**src/rtl/pwb_pkg.sv**
```systemverilog
package pwb_pkg;
  typedef enum logic [1:0] {
    ST_IDLE   = 2'd0,
    ST_FILL   = 2'd1,
    ST_COMMIT = 2'd2,
    ST_HOLD   = 2'd3
  } pwb_state_e;
endpackage

```
**src/rtl/pwb_slot_store.sv**
```systemverilog
module pwb_slot_store #(
  parameter int DATA_W = 8,
  parameter int PAGE_W = 4
) (
  input  logic                  clk,
  input  logic                  rst_n,
  input  logic                  clr_all,
  input  logic                  wr_en,
  input  logic [PAGE_W-1:0]     wr_off,
  input  logic [DATA_W-1:0]     wr_data,
  input  logic                  drop_en,
  input  logic [PAGE_W-1:0]     drop_off,
  input  logic [PAGE_W-1:0]     rd_off,
  output logic [DATA_W-1:0]     rd_data,
  output logic [(1<<PAGE_W)-1:0] flags
);
  localparam int SLOTS = 1 << PAGE_W;

  logic [DATA_W-1:0] slot_q [SLOTS];

  for (genvar s = 0; s < SLOTS; s++) begin : g_slot
    logic hit_wr, hit_drop, flag_d, data_en;

    always_comb begin
      hit_wr   = wr_en   && (wr_off   == PAGE_W'(s));
      hit_drop = drop_en && (drop_off == PAGE_W'(s));
      data_en  = hit_wr && !clr_all;
      if (clr_all)       flag_d = 1'b0;
      else if (hit_wr)   flag_d = 1'b1;
      else if (hit_drop) flag_d = 1'b0;
      else               flag_d = flags[s];
    end

    always_ff @(posedge clk or negedge rst_n) begin
      if (!rst_n) begin
        flags[s]  <= 1'b0;
        slot_q[s] <= '0;
      end else begin
        flags[s] <= flag_d;
        if (data_en) slot_q[s] <= wr_data;
      end
    end
  end

  assign rd_data = slot_q[rd_off];
endmodule

```
**src/rtl/pwb_pick.sv**
```systemverilog
module pwb_pick #(
  parameter int IDX_W = 4
) (
  input  logic [(1<<IDX_W)-1:0] req,
  output logic                  any,
  output logic [IDX_W-1:0]      idx
);
  localparam int N = 1 << IDX_W;

  always_comb begin
    any = |req;
    idx = '0;
    for (int i = N - 1; i >= 0; i--) begin
      if (req[i]) idx = IDX_W'(i);
    end
  end
endmodule

```
**src/rtl/pwb_timer.sv**
```systemverilog
module pwb_timer #(
  parameter int LIMIT = 1000
) (
  input  logic clk,
  input  logic rst_n,
  input  logic clr,
  input  logic run,
  output logic last
);
  localparam int CNT_W = (LIMIT > 2) ? $clog2(LIMIT) : 1;
  localparam logic [CNT_W-1:0] LAST_V = CNT_W'(LIMIT - 1);

  logic [CNT_W-1:0] cnt_q, cnt_d;
  logic             cnt_en;

  always_comb begin
    cnt_en = clr || run;
    cnt_d  = clr ? '0 : cnt_q + 1'b1;
  end

  always_ff @(posedge clk or negedge rst_n) begin
    if (!rst_n)      cnt_q <= '0;
    else if (cnt_en) cnt_q <= cnt_d;
  end

  assign last = run && (cnt_q == LAST_V);
endmodule

```
**src/rtl/pwb_page_stage.sv**
```systemverilog
module pwb_page_stage
  import pwb_pkg::*;
#(
  parameter int ADDR_W    = 11,
  parameter int PAGE_W    = 4,
  parameter int DATA_W    = 8,
  parameter int WR_CYCLES = 1000
) (
  input  logic              clk,
  input  logic              rst_n,
  input  logic              addr_load,
  input  logic [ADDR_W-1:0] addr_in,
  input  logic              byte_vld,
  input  logic [DATA_W-1:0] byte_data,
  input  logic              start_evt,
  input  logic              stop_evt,
  output logic              mem_we,
  output logic [ADDR_W-1:0] mem_addr,
  output logic [DATA_W-1:0] mem_wdata,
  output logic              busy
);
  localparam int SLOTS = 1 << PAGE_W;
  localparam int ROW_W = ADDR_W - PAGE_W;

  pwb_state_e        state_q, state_d;
  logic [ROW_W-1:0]  row_q, row_d;
  logic [PAGE_W-1:0] off_q, off_d;
  logic              row_en, off_en;
  logic              clr_all, slot_wr, drop_en;
  logic [SLOTS-1:0]  flags;
  logic              pick_any;
  logic [PAGE_W-1:0] pick_idx;
  logic [DATA_W-1:0] rd_data;
  logic              tmr_clr, tmr_run, tmr_last;

  pwb_slot_store #(.DATA_W(DATA_W), .PAGE_W(PAGE_W)) u_store (
    .clk      (clk),
    .rst_n    (rst_n),
    .clr_all  (clr_all),
    .wr_en    (slot_wr),
    .wr_off   (off_q),
    .wr_data  (byte_data),
    .drop_en  (drop_en),
    .drop_off (pick_idx),
    .rd_off   (pick_idx),
    .rd_data  (rd_data),
    .flags    (flags)
  );

  pwb_pick #(.IDX_W(PAGE_W)) u_pick (
    .req (flags),
    .any (pick_any),
    .idx (pick_idx)
  );

  pwb_timer #(.LIMIT(WR_CYCLES)) u_timer (
    .clk   (clk),
    .rst_n (rst_n),
    .clr   (tmr_clr),
    .run   (tmr_run),
    .last  (tmr_last)
  );

  // Next-state process
  always_comb begin
    state_d = state_q;
    row_d   = row_q;
    off_d   = off_q;
    row_en  = 1'b0;
    off_en  = 1'b0;
    clr_all = 1'b0;
    slot_wr = 1'b0;
    drop_en = 1'b0;
    tmr_clr = 1'b0;
    tmr_run = 1'b0;
    unique case (state_q)
      ST_IDLE: begin
        if (addr_load) begin
          state_d = ST_FILL;
          row_d   = addr_in[ADDR_W-1:PAGE_W];
          off_d   = addr_in[PAGE_W-1:0];
          row_en  = 1'b1;
          off_en  = 1'b1;
          clr_all = 1'b1;
        end
      end
      ST_FILL: begin
        if (addr_load) begin
          row_d   = addr_in[ADDR_W-1:PAGE_W];
          off_d   = addr_in[PAGE_W-1:0];
          row_en  = 1'b1;
          off_en  = 1'b1;
          clr_all = 1'b1;
        end else if (start_evt) begin
          state_d = ST_IDLE;
          clr_all = 1'b1;
        end else if (stop_evt) begin
          if (pick_any) begin
            state_d = ST_COMMIT;
            tmr_clr = 1'b1;
          end else begin
            state_d = ST_IDLE;
          end
        end else if (byte_vld) begin
          slot_wr = 1'b1;
          off_d   = off_q + 1'b1;
          off_en  = 1'b1;
        end
      end
      ST_COMMIT: begin
        tmr_run = 1'b1;
        drop_en = pick_any;
        if (tmr_last) begin
          state_d = ST_IDLE;
          clr_all = 1'b1;
        end else if (!pick_any) begin
          state_d = ST_HOLD;
        end
      end
      ST_HOLD: begin
        tmr_run = 1'b1;
        if (tmr_last) state_d = ST_IDLE;
      end
      default: state_d = ST_IDLE;
    endcase
  end

  // Register process
  always_ff @(posedge clk or negedge rst_n) begin
    if (!rst_n) begin
      state_q <= ST_IDLE;
      row_q   <= '0;
      off_q   <= '0;
    end else begin
      state_q <= state_d;
      if (row_en) row_q <= row_d;
      if (off_en) off_q <= off_d;
    end
  end

  assign busy      = (state_q == ST_COMMIT) || (state_q == ST_HOLD);
  assign mem_we    = (state_q == ST_COMMIT) && pick_any;
  assign mem_addr  = {row_q, pick_idx};
  assign mem_wdata = rd_data;
endmodule

```
**config.mk**
```make
export PLATFORM = sky130hd
export DESIGN_NAME = pwb_page_stage
export DESIGN_NICKNAME = d
export VERILOG_FILES = /design/src/rtl/pwb_pkg.sv /design/src/rtl/pwb_slot_store.sv /design/src/rtl/pwb_pick.sv /design/src/rtl/pwb_timer.sv /design/src/rtl/pwb_page_stage.sv
export SDC_FILE = /design/constraint.sdc
export NUM_CORES = 1
export LEC_CHECK = 0
export BUFFER_PORTS_ARGS = -buffer_cell sky130_fd_sc_hd__buf_2
export CAP_MARGIN = 25
export CORE_UTILIZATION = 55
export CTS_CLUSTER_SIZE = 12
export DETAILED_ROUTE_END_ITERATION = 12
export PLACE_DENSITY = 0.84
export RECOVER_POWER = 25
export SKIP_LAST_GASP = 1
export SLEW_MARGIN = 15
export SYNTH_ARGS = -nofsm -noshare
export SYNTH_HDL_FRONTEND = slang
export SYNTH_SLANG_ARGS = --single-unit
```
**constraint.sdc**
```tcl
create_clock -name clk -period 2.7 [get_ports clk]
set_input_delay 0 -clock clk [delete_from_list [all_inputs] [get_ports clk]]
set_output_delay 0 -clock clk [all_outputs]
set_load 0.05 [all_outputs]
```
== Yosys cells after proc, flatten, opt, wreduce, memory -nomap -nowiden ==
Index checks and enable logic that the tools add are counted.

* Logic and storage cells: 264
* Output and inout bits: 21
* Register bits: 167
* Input bits: 25

* Order comparisons: 1
* Reduce and logical (&&, ||, !) cells: 79
* Add/sub/neg operators: 2
* Bitwise logic cells: 1
* Muxes and demuxes: 103
* Equal/unequal tests: 42

{| class="wikitable"
|+ Operators by type and width
! kind !! count
|-
| $mux 4 || 21
|-
| $mux 1 || 66
|-
| $eq 4x4->1 const B || 16
|-
| $logic_and 1x1->1 || 50
|-
| $reduce_bool 3->1 || 16
|-
| $bmux 8 s4 || 1
|-
| $eq 4x3->1 const B || 8
|-
| $eq 4x2->1 const B || 4
|-
| $mux 2 || 8
|-
| $mux 8 || 2
|-
| $reduce_or 16->1 || 1
|-
| $ne 3x3->1 const B || 5
|-
| $add 10x1->10 const B || 1
|-
| $eq 10x10->1 const B || 1
|-
| $mux 10 || 1
|-
| $eq 4x1->1 const B || 2
|-
| $logic_not 4->1 || 2
|-
| $pmux 2 s4 || 1
|-
| $pmux 4 s2 || 1
|-
| $ne 2x2->1 const B || 3
|-
| $reduce_and 6->1 || 1
|-
| $ge 5x5->1 const B || 1
|-
| $not 4->5 || 1
|-
| $reduce_and 5->1 || 1
|-
| other kinds (11) || 14
|}

== Logic depth before layout (Yosys ltp) ==
Gate-level depths: netlist of run 1.

* Word-level depth: 21
* Depth in mapped cells: 10
* Mapped depth without buffers: 8

== Hierarchy ==
Synthesis of run 1 repeated with hierarchy kept, for this count alone.

* Cells, all modules: 569
* Area, all modules: 8087.8 um^2

{| class="wikitable"
|+ Modules (own cells, without submodules)
! module !! instances !! area each (um^2) !! sequential area each (um^2) !! cells each
|-
| pwb_slot_store || 1 || 6708.9 || 3603.5 || 424
|-
| pwb_page_stage || 1 || 681.9 || 325.3 || 59
|-
| pwb_timer || 1 || 520.5 || 250.2 || 52
|-
| pwb_pick || 1 || 176.4 || 0.0 || 34
|}

== Worst setup path after synthesis of run 1 ==
OpenSTA, ideal clock, no wires.

* Path kind: reg2out
* Start: register u_store.flags[13]
* End: output port mem_wdata[0]
* Cell stages (with the launch flop): 9
* Required time: 2.700 ns
* Path slack: -0.063 ns
* Path buffers: 1
* Arrival time: 2.763 ns
* Cell sequence: dfrtp_1 -> o311ai_1 -> a21oi_4 -> inv_2 -> clkbuf_1 -> nand2_1 -> a21oi_1 -> a21oi_1 -> nand4b_1

* Word-level cells in the longest chain between the ends: 18

{| class="wikitable"
|+ Ends and longest elaborated chain
! element !! line !! text
|-
| start, declared || pwb_slot_store.sv:15 || <nowiki>output logic [(1<<PAGE_W)-1:0] flags</nowiki>
|-
| start signal, assigned by index || pwb_slot_store.sv:39 || <nowiki>flags[s] <= flag_d;</nowiki>
|-
| $mux 4 (14 in a row) || pwb_pick.sv:14 || <nowiki>if (req[i]) idx = IDX_W'(i);</nowiki>
|-
| net mem_addr[1] || pwb_page_stage.sv:18 || <nowiki>output logic [ADDR_W-1:0] mem_addr,</nowiki>
|-
| $not 4->5 (not written as such) || pwb_slot_store.sv:45 || <nowiki>assign rd_data = slot_q[rd_off];</nowiki>
|-
| $bmux 8 s4 || pwb_slot_store.sv:45 ||
|-
| $mux 8 (not written as such) (2 in a row) || pwb_slot_store.sv:45 ||
|-
| end, declared || pwb_page_stage.sv:19 || <nowiki>output logic [DATA_W-1:0] mem_wdata,</nowiki>
|}

The timed path passes the listed nets, and every way through them passes these cells. The select of a mux whose other input is x is not followed.

== Worst setup path in the final report of run 1 ==
* Start: register u_store.flags[5]
* End: output port mem_wdata[1]

* Word-level cells in the longest chain between the ends: 10

{| class="wikitable"
|+ Ends and longest elaborated chain
! element !! line
|-
| $mux 4 (6 in a row) || pwb_pick.sv:14
|-
| $not 4->5 (not written as such) || pwb_slot_store.sv:45
|-
| $bmux 8 s4 || pwb_slot_store.sv:45
|-
| $mux 8 (not written as such) (2 in a row) || pwb_slot_store.sv:45
|}

Every way passes these cells. The select of a mux whose other input is x is not followed.

==> flow_summary.yaml, run 1 <==
power_and_ir_drop:
  ir_worst_vdd_mv: 0.592
  intPower_w: 0.00556
  p_switching_w: 0.00269
  combPwrFrac_pct: 26.6
  p_total_w: 0.00825
  power.static_leakage_nw: 4.81
  swShare_pct: 32.6
  p_per_area_nw_per_um2: 853
  pwr-share-seq_pct: 41.8
  p_clk_share_pct: 31.7
timing:
  worst_pin_slew_ps: 2380
  slew_violations: 92
  setup_violations: 8
  setup_slack_ps: -273
  slew-limit-headroom_pct: -58.5
  fmax_mhz: 336
  rsz0062_at_grt: "yes"
  fin_worst_skew_ps: 5.76
  fin_crit_ps: 2970
  period_share_pct: 110
  hold_violations: 0
  hold-worst-slack_ps: 28.5
clocking:
  cts.sinks: 167
  cts_buffers: 17
  htree_levels: 4
  root_buffer: "clkbuf_16"
  clk_pin_slew_ps: 60
  insertion_delay_ps: 440
  cts_tree: "done"
  cts_max_path_buffers: 2
placed_design:
  io_buffers: 45
  dpl-instance-area_um2: 8490
  dpl_worst_slack_ps: -31.1
  post-place-cells: 884
  dpl.hpwl_um: 13800
  routabilityCongestion: 0.930
job:
  cap_viol_max_count: 1
worst_setup_path:
  cp-startpoint: "u_store.flags[5]"
  cp.required_ps: 2700
  crit_path_max_fanout: 4
  critical_path.max_stage_delay_ps: 560
  crit_path_start_kind: "register"
  path_cells: "buf_6 -> a221oi_4 -> a311o_2 -> mux2_4 -> a22oi_1 -> o221ai_1 -> or4_4 -> buf_6"
  timing.critical_path.mode_cell: "buf_6"
  cp.arrival_ps: 2970
  slowest_stage: "or4_4"
  critPathKind: "register to output port"
  end_kind: "output port"
  timing.rr.start: "state_q[0]"
die:
  die_y_um: 121
  num_rows: 43
  core-area_um2: 13900
  die_x_um: 121
  start_util_pct: 56.6
  io_pins: 46
  die_area_um2: 14800
logic_synthesis:
  yosysWarnings: 0
  avgSynthCellArea_um2: 12.1
  syn_nets: 677
  syn_inst: 647
  synth_seq_cells: 167
  synth_cell_type_count: 52
  netlist_area_um2: 7850
  ys_seq_area_share_pct: 53.2
final_layout:
  post_layout_nonfiller_instances: 948
  synthToLayoutAreaGrowth_pct: 23.2
  nets: 785
  final_layout_size_suffix_gt1_share_pct: 39.6
  insertedDiodeCount: 0
  stdcell_area_um2: 9670
grt:
  grt_use_total_pct: 31.3
  grt_pass1_wl_um: 33900
  overflow: 0
  grt_pass1_vias: 6217
  antenna_found_initial: 0
  grt_max_degree: 93
hold_path:
  hold_class: "input port to register"
  worstHoldStart: "start_evt"
detailed_routing:
  drt_iter0_drc: 659
  antenna_left: 0
  first_pass_iters: 6
  drt-total-wl_um: 22600
  wl_per_cell_um: 23.8
  routed_via_density: 6.51
  route.vias.total: 6167
  drc: 0
status:
  status: "complete, but fails checks"
  violations: "max-capacitance violations, max-slew violations, negative setup slack"
through the flow:
step	TNS, ps	util [%]
2_1_floorplan	0	-
3_3_place_gp	0	61.2
3_5_place_dp	-52.7	61.2
4_1_cts	-1840	68.4
5_1_grt	-2540	69.7
6_report	-1690	69.7
layout make-up:
type,instances,area [um^2]
clock buffer,18,439
clock inverter,14,198
fill,879,4210
inverter,6,25.0
multi-input combinational,451,3730
sequential,167,4180
tap,180,225
timing repair buffer,112,870
cell usage after synthesis, drive strengths merged:
| cell | n | share of area, % |
|---|---|---|
| a2111oi | 1 | 0.35 |
| a211oi | 2 | 0.19 |
| a21o | 2 | 0.19 |
| a21oi | 26 | 1.8 |
| a221oi | 4 | 0.53 |
| a22o | 1 | 0.11 |
| a22oi | 17 | 1.6 |
| a311o | 1 | 0.13 |
| a311oi | 1 | 0.11 |
| a31o | 1 | 0.11 |
| and2 | 2 | 0.16 |
| and3 | 1 | 0.080 |
| and4 | 2 | 0.22 |
| buf | 7 | 0.62 |
| clkbuf | 17 | 0.81 |
| dfrtp | 167 | 53 |
| ha | 5 | 0.80 |
| inv | 6 | 0.29 |
| mux2 | 142 | 21 |
| mux2i | 30 | 3.8 |
| nand2 | 74 | 3.7 |
| nand2b | 4 | 0.32 |
| nand3 | 10 | 0.64 |
| nand4 | 2 | 0.16 |
| nand4b | 3 | 0.33 |
| nor2 | 41 | 2.0 |
| nor2b | 3 | 0.24 |
| nor3 | 4 | 0.26 |
| nor3b | 3 | 0.29 |
| nor4 | 4 | 0.32 |
| nor4b | 1 | 0.11 |
| nor4bb | 1 | 0.13 |
| o211ai | 14 | 1.3 |
| o21ai | 12 | 0.77 |
| o221ai | 4 | 0.45 |
| o22ai | 9 | 0.72 |
| o311a | 2 | 0.26 |
| o311ai | 5 | 0.56 |
| o31ai | 1 | 0.096 |
| or4 | 6 | 0.57 |
| xnor2 | 3 | 0.33 |
| xor2 | 6 | 0.67 |
critical path, delay by kind of cell, from the launching register on:
| kind | cells | cell delay, ps |
|---|---|---|
| muxes | 1 | 320 |
| buffers and inverters | 2 | 320 |
| DFF | 1 | 420 |
| AOI/OAI and AO/OA | 4 | 910 |
| and+or+nand+nor | 1 | 560 |
power groups by stage:
stage	Clock, W	Combinational (W)	Sequential (W)
6_report	0.00261	0.00219	0.00345
5_1_grt	0.00270	0.00233	0.00348
2_1_floorplan	0	0.00132	0.00345
4_1_cts	0.00262	0.00210	0.00340
3_3_place_gp	0	0.00185	0.00338
3_5_place_dp	0	0.00195	0.00343
flip-flops by register name, indices dropped and copies added (netlist names):
signal,cells
row_q,7
off_q,4
state_q,2
u_timer.cnt_q,10
u_store.slot_q,128
u_store.flags,16
worst paths after layout:
check                      slack, ps                  to  cells past startpoint
hold / removal                    30    u_timer.cnt_q[0]                      4
hold reg to reg                  490  u_store.slot_q[87]                      1
max in group asynchronous        330    u_store.flags[4]                      2
setup / recovery                -270        mem_wdata[1]                      8
setup reg to reg                 190  u_store.slot_q[44]                      6
min in group asynchronous        800            row_q[3]                      2
placed cells by master, fill, tap and decap left out, types with 3 or more instances in the layout:
master / instances
nor3b_1: 3
dfrtp_1: 165
a221oi_2: 3
nand2_1: 71
inv_1: 4
clkinvlp_4: 4
buf_8: 3
xnor2_1: 3
mux2_1: 8
xor2_1: 6
buf_4: 45
nand2b_1: 3
nand4b_1: 3
o311ai_0: 4
mux2_2: 130
bufinv_16: 4
a21oi_1: 24
o21ai_0: 11
clkbuf_16: 17
o211ai_1: 14
ha_1: 5
o22ai_1: 9
nand3_1: 10
or4_4: 5
mux2_4: 4
nor3_1: 4
a22oi_1: 12
buf_2: 36
buf_6: 9
dlygate4sd3_1: 16
nor2_1: 37
a22oi_2: 5
mux2i_1: 28
cells by family after synthesis:
group           after synthesis  synth area share [%]
mux                         172                  24.4
buf+inv                      30                  1.72
compound gates              103                  9.32
flops                       167                  53.2
xor+xnor                      9                  1.00
fa+ha+maj                     5                 0.797
simple gates                161                  9.53
layer usage:
metal / wire, um / up-vias / global-route usage [%]
met5: 0 / - / 0
met4: 1150 / 0 / 15.9
met3: 1930 / 93 / 5.69
met2: 10900 / 362 / 51.0
met1: 8550 / 3119 / 40.0
li1: - / 2593 / -
repair_timing:
item / CTS / global route
hold buffers: 16 / 0
pin swaps: 7 / 13
resized for setup: 39 / 27
setup buffers: 5 / 9
endpoints found under the hold margin: 101 / 0
cloned: 1 / 0
setup endpoints to repair: 8 / 8
No activity file was read; power rests on OpenSTA's default activity.
==> run 2, diff against run 1 <==
--- a/config.mk
+++ b/config.mk
@@ -13,5 +13,4 @@
 export PLACE_DENSITY = 0.84
 export RECOVER_POWER = 25
-export SKIP_LAST_GASP = 1
 export SLEW_MARGIN = 15
 export SYNTH_ARGS = -nofsm -noshare
==> constraint.sdc (replaced) <==
create_clock -name clk -period 2.7 [get_ports clk]
set_input_delay 0.675 -clock clk [delete_from_list [all_inputs] [get_ports clk]]
set_output_delay 0.675 -clock clk [all_outputs]
set_load 0.05 [all_outputs]
==> run 2 against run 1 <==
Critical path depth is 1 higher. Non-clock buffer count up 24. Global-route usage rose by 1.1 points. Maximum frequency down 20%. Critical path type unchanged. Register-to-register slack lost 40 ps. Setup slack got worse by 730 ps. Largest cell class unchanged. Sequential cell count stayed put. The run still ends with max-capacitance violations, max-slew violations, negative setup slack left. Hold slack gained 440 ps. Clock power is 4% lower. Highest routed layer unchanged.
==> flow_summary.yaml, run 2 (synthesis gave the netlist of run 1 again) <==
detailed_routing:
  drt_iter0_drc: 493
  wl_per_cell_um: 24.1
  drt-total-wl_um: 23400
  wl_met1_um: 8710
  route.vias.total: 6274
  first_pass_iters: 7
  wl_met2_um: 11600
  drc: 0
  top_layer_used: "met4"
  met3_length_um: 1940
  antenna_left: 0
  routed_via_density: 6.47
grt:
  grt_pass1_vias: 6457
  grt_use_total_pct: 32.4
  grt_max_degree: 74
  overflow: 0
  antenna_found_initial: 0
  grt_pass1_wl_um: 35200
final_layout:
  final_common_cell: "dfrtp_1"
  largest_reg_flops: 128
  final_layout_size_suffix_gt1_share_pct: 44.5
  nets: 808
  top_register: "u_store.slot_q"
  finish.utilization_pct: 71.5
  reg_top3: "u_store.slot_q: 128 flops, u_store.flags: 16 flops, u_timer.cnt_q: 10 flops"
  post_layout_nonfiller_instances: 969
  mostFrequentLayoutCells: "165 x dfrtp_1, 128 x mux2_2, 86 x buf_4"
  insertedDiodeCount: 0
  synthToLayoutAreaGrowth_pct: 26.4
status:
  violations: "max-capacitance violations, max-slew violations, negative setup slack"
  status: "complete, but fails checks"
power_and_ir_drop:
  p_per_area_nw_per_um2: 832
  power.static_leakage_nw: 4.96
  ir_worst_vdd_mv: 0.576
  p_total_w: 0.00826
timing:
  setup_slack_ps: -1000
  period_share_pct: 137
  setup_violations: 11
  slew_violations: 39
  slew-limit-headroom_pct: -45.6
  fin_crit_ps: 3700
  fmax_mhz: 270
  fin_worst_skew_ps: 6.91
  worst_pin_slew_ps: 2180
  rsz0062_at_grt: "yes"
  hold-worst-slack_ps: 470
  hold_violations: 0
clocking:
  insertion_delay_ps: 430
  root_buffer: "clkbuf_16"
  clk_pin_slew_ps: 60
  htree_levels: 4
  postCtsHoldBufs: 0
  cts.sinks: 167
  cts_tree: "done"
  cts_max_path_buffers: 2
  cts_buffers: 17
worst_setup_path:
  cp.required_ps: 2030
  crit_path_start_kind: "register"
  path_depth: 9
  cp.arrival_ps: 3030
  r2r_cells: 6
  end_kind: "output port"
  cp_num_buf_inv: 2
  path_cells: "nand2b_4 -> a221oi_4 -> a311o_2 -> a21o_2 -> inv_2 -> nand2_1 -> a21oi_1 -> or4_4 -> buf_8"
  critPathKind: "register to output port"
  critPathTopFamily: "compound AO/OA/AOI/OAI gates"
  critical_path.max_stage_delay_ps: 560
  crit_path_max_fanout: 6
  slowest_stage: "or4_4"
die:
  core-area_um2: 13900
  io_pins: 46
  die_y_um: 121
  num_rows: 43
  die_x_um: 121
  die_area_um2: 14800
  start_util_pct: 56.6
job:
  cap_viol_max_count: 1
placed_design:
  dpl_worst_slack_ps: -668
  routabilityCongestion: 0.952
  dpl.hpwl_um: 14300
  post-place-cells: 928
  io_buffers: 45
hold_path:
  hold_depth: 2
  hold_class: "input port to register"
[run 2: metrics by stage]
step	setup TNS [ps]	instance area (um^2)
3_5_place_dp	-6540	8880
2_1_floorplan	-2290	7930
4_1_cts	-7470	9830
6_report	-8090	9920
5_1_grt	-10500	9920
3_3_place_gp	-4320	8880
[run 2: final timing paths]
kind | start | end | slack, ps
worst max-delay path | u_store.flags[7] | mem_wdata[7] | -1000
worst min-delay path | addr_in[8] | row_q[4] | 470
worst max register to register | state_q[0] | u_store.slot_q[32] | 150
worst min register to register | row_q[6] | row_q[6] | 510
max in group asynchronous | rst_n | u_store.flags[5] | 410
min in group asynchronous | rst_n | row_q[4] | 880
[run 2: layout make-up]
type,instances,area (um^2)
multi-input combinational,450,3820
fill,846,3960
clock buffer,20,457
clock inverter,10,145
inverter,6,25.0
sequential,167,4180
timing repair buffer,136,1070
tap,180,225
[run 2: power by group]
| part | switching (W) | internal (W) | leakage [nW] |
|---|---|---|---|
| clock network | 0.00101 | 0.00150 | 0.289 |
| registers | 0.000435 | 0.00304 | 2.25 |
| logic | 0.00126 | 0.00102 | 2.43 |
| total | 0.00270 | 0.00556 | 4.96 |
[run 2: repair_timing]
| item | CTS | global route |
|---|---|---|
| cloned | 1 | 0 |
| setup buffers | 6 | 4 |
| setup endpoints to repair | 13 | 13 |
| resized for setup | 63 | 18 |
| pin swaps | 7 | 2 |
[run 2: metal layers]
metal | track usage, % | vias to the layer above
met5 | 0 | -
met4 | 17.5 | 0
met2 | 52.6 | 339
li1 | - | 2631
met1 | 39.2 | 3203
met3 | 8.60 | 101
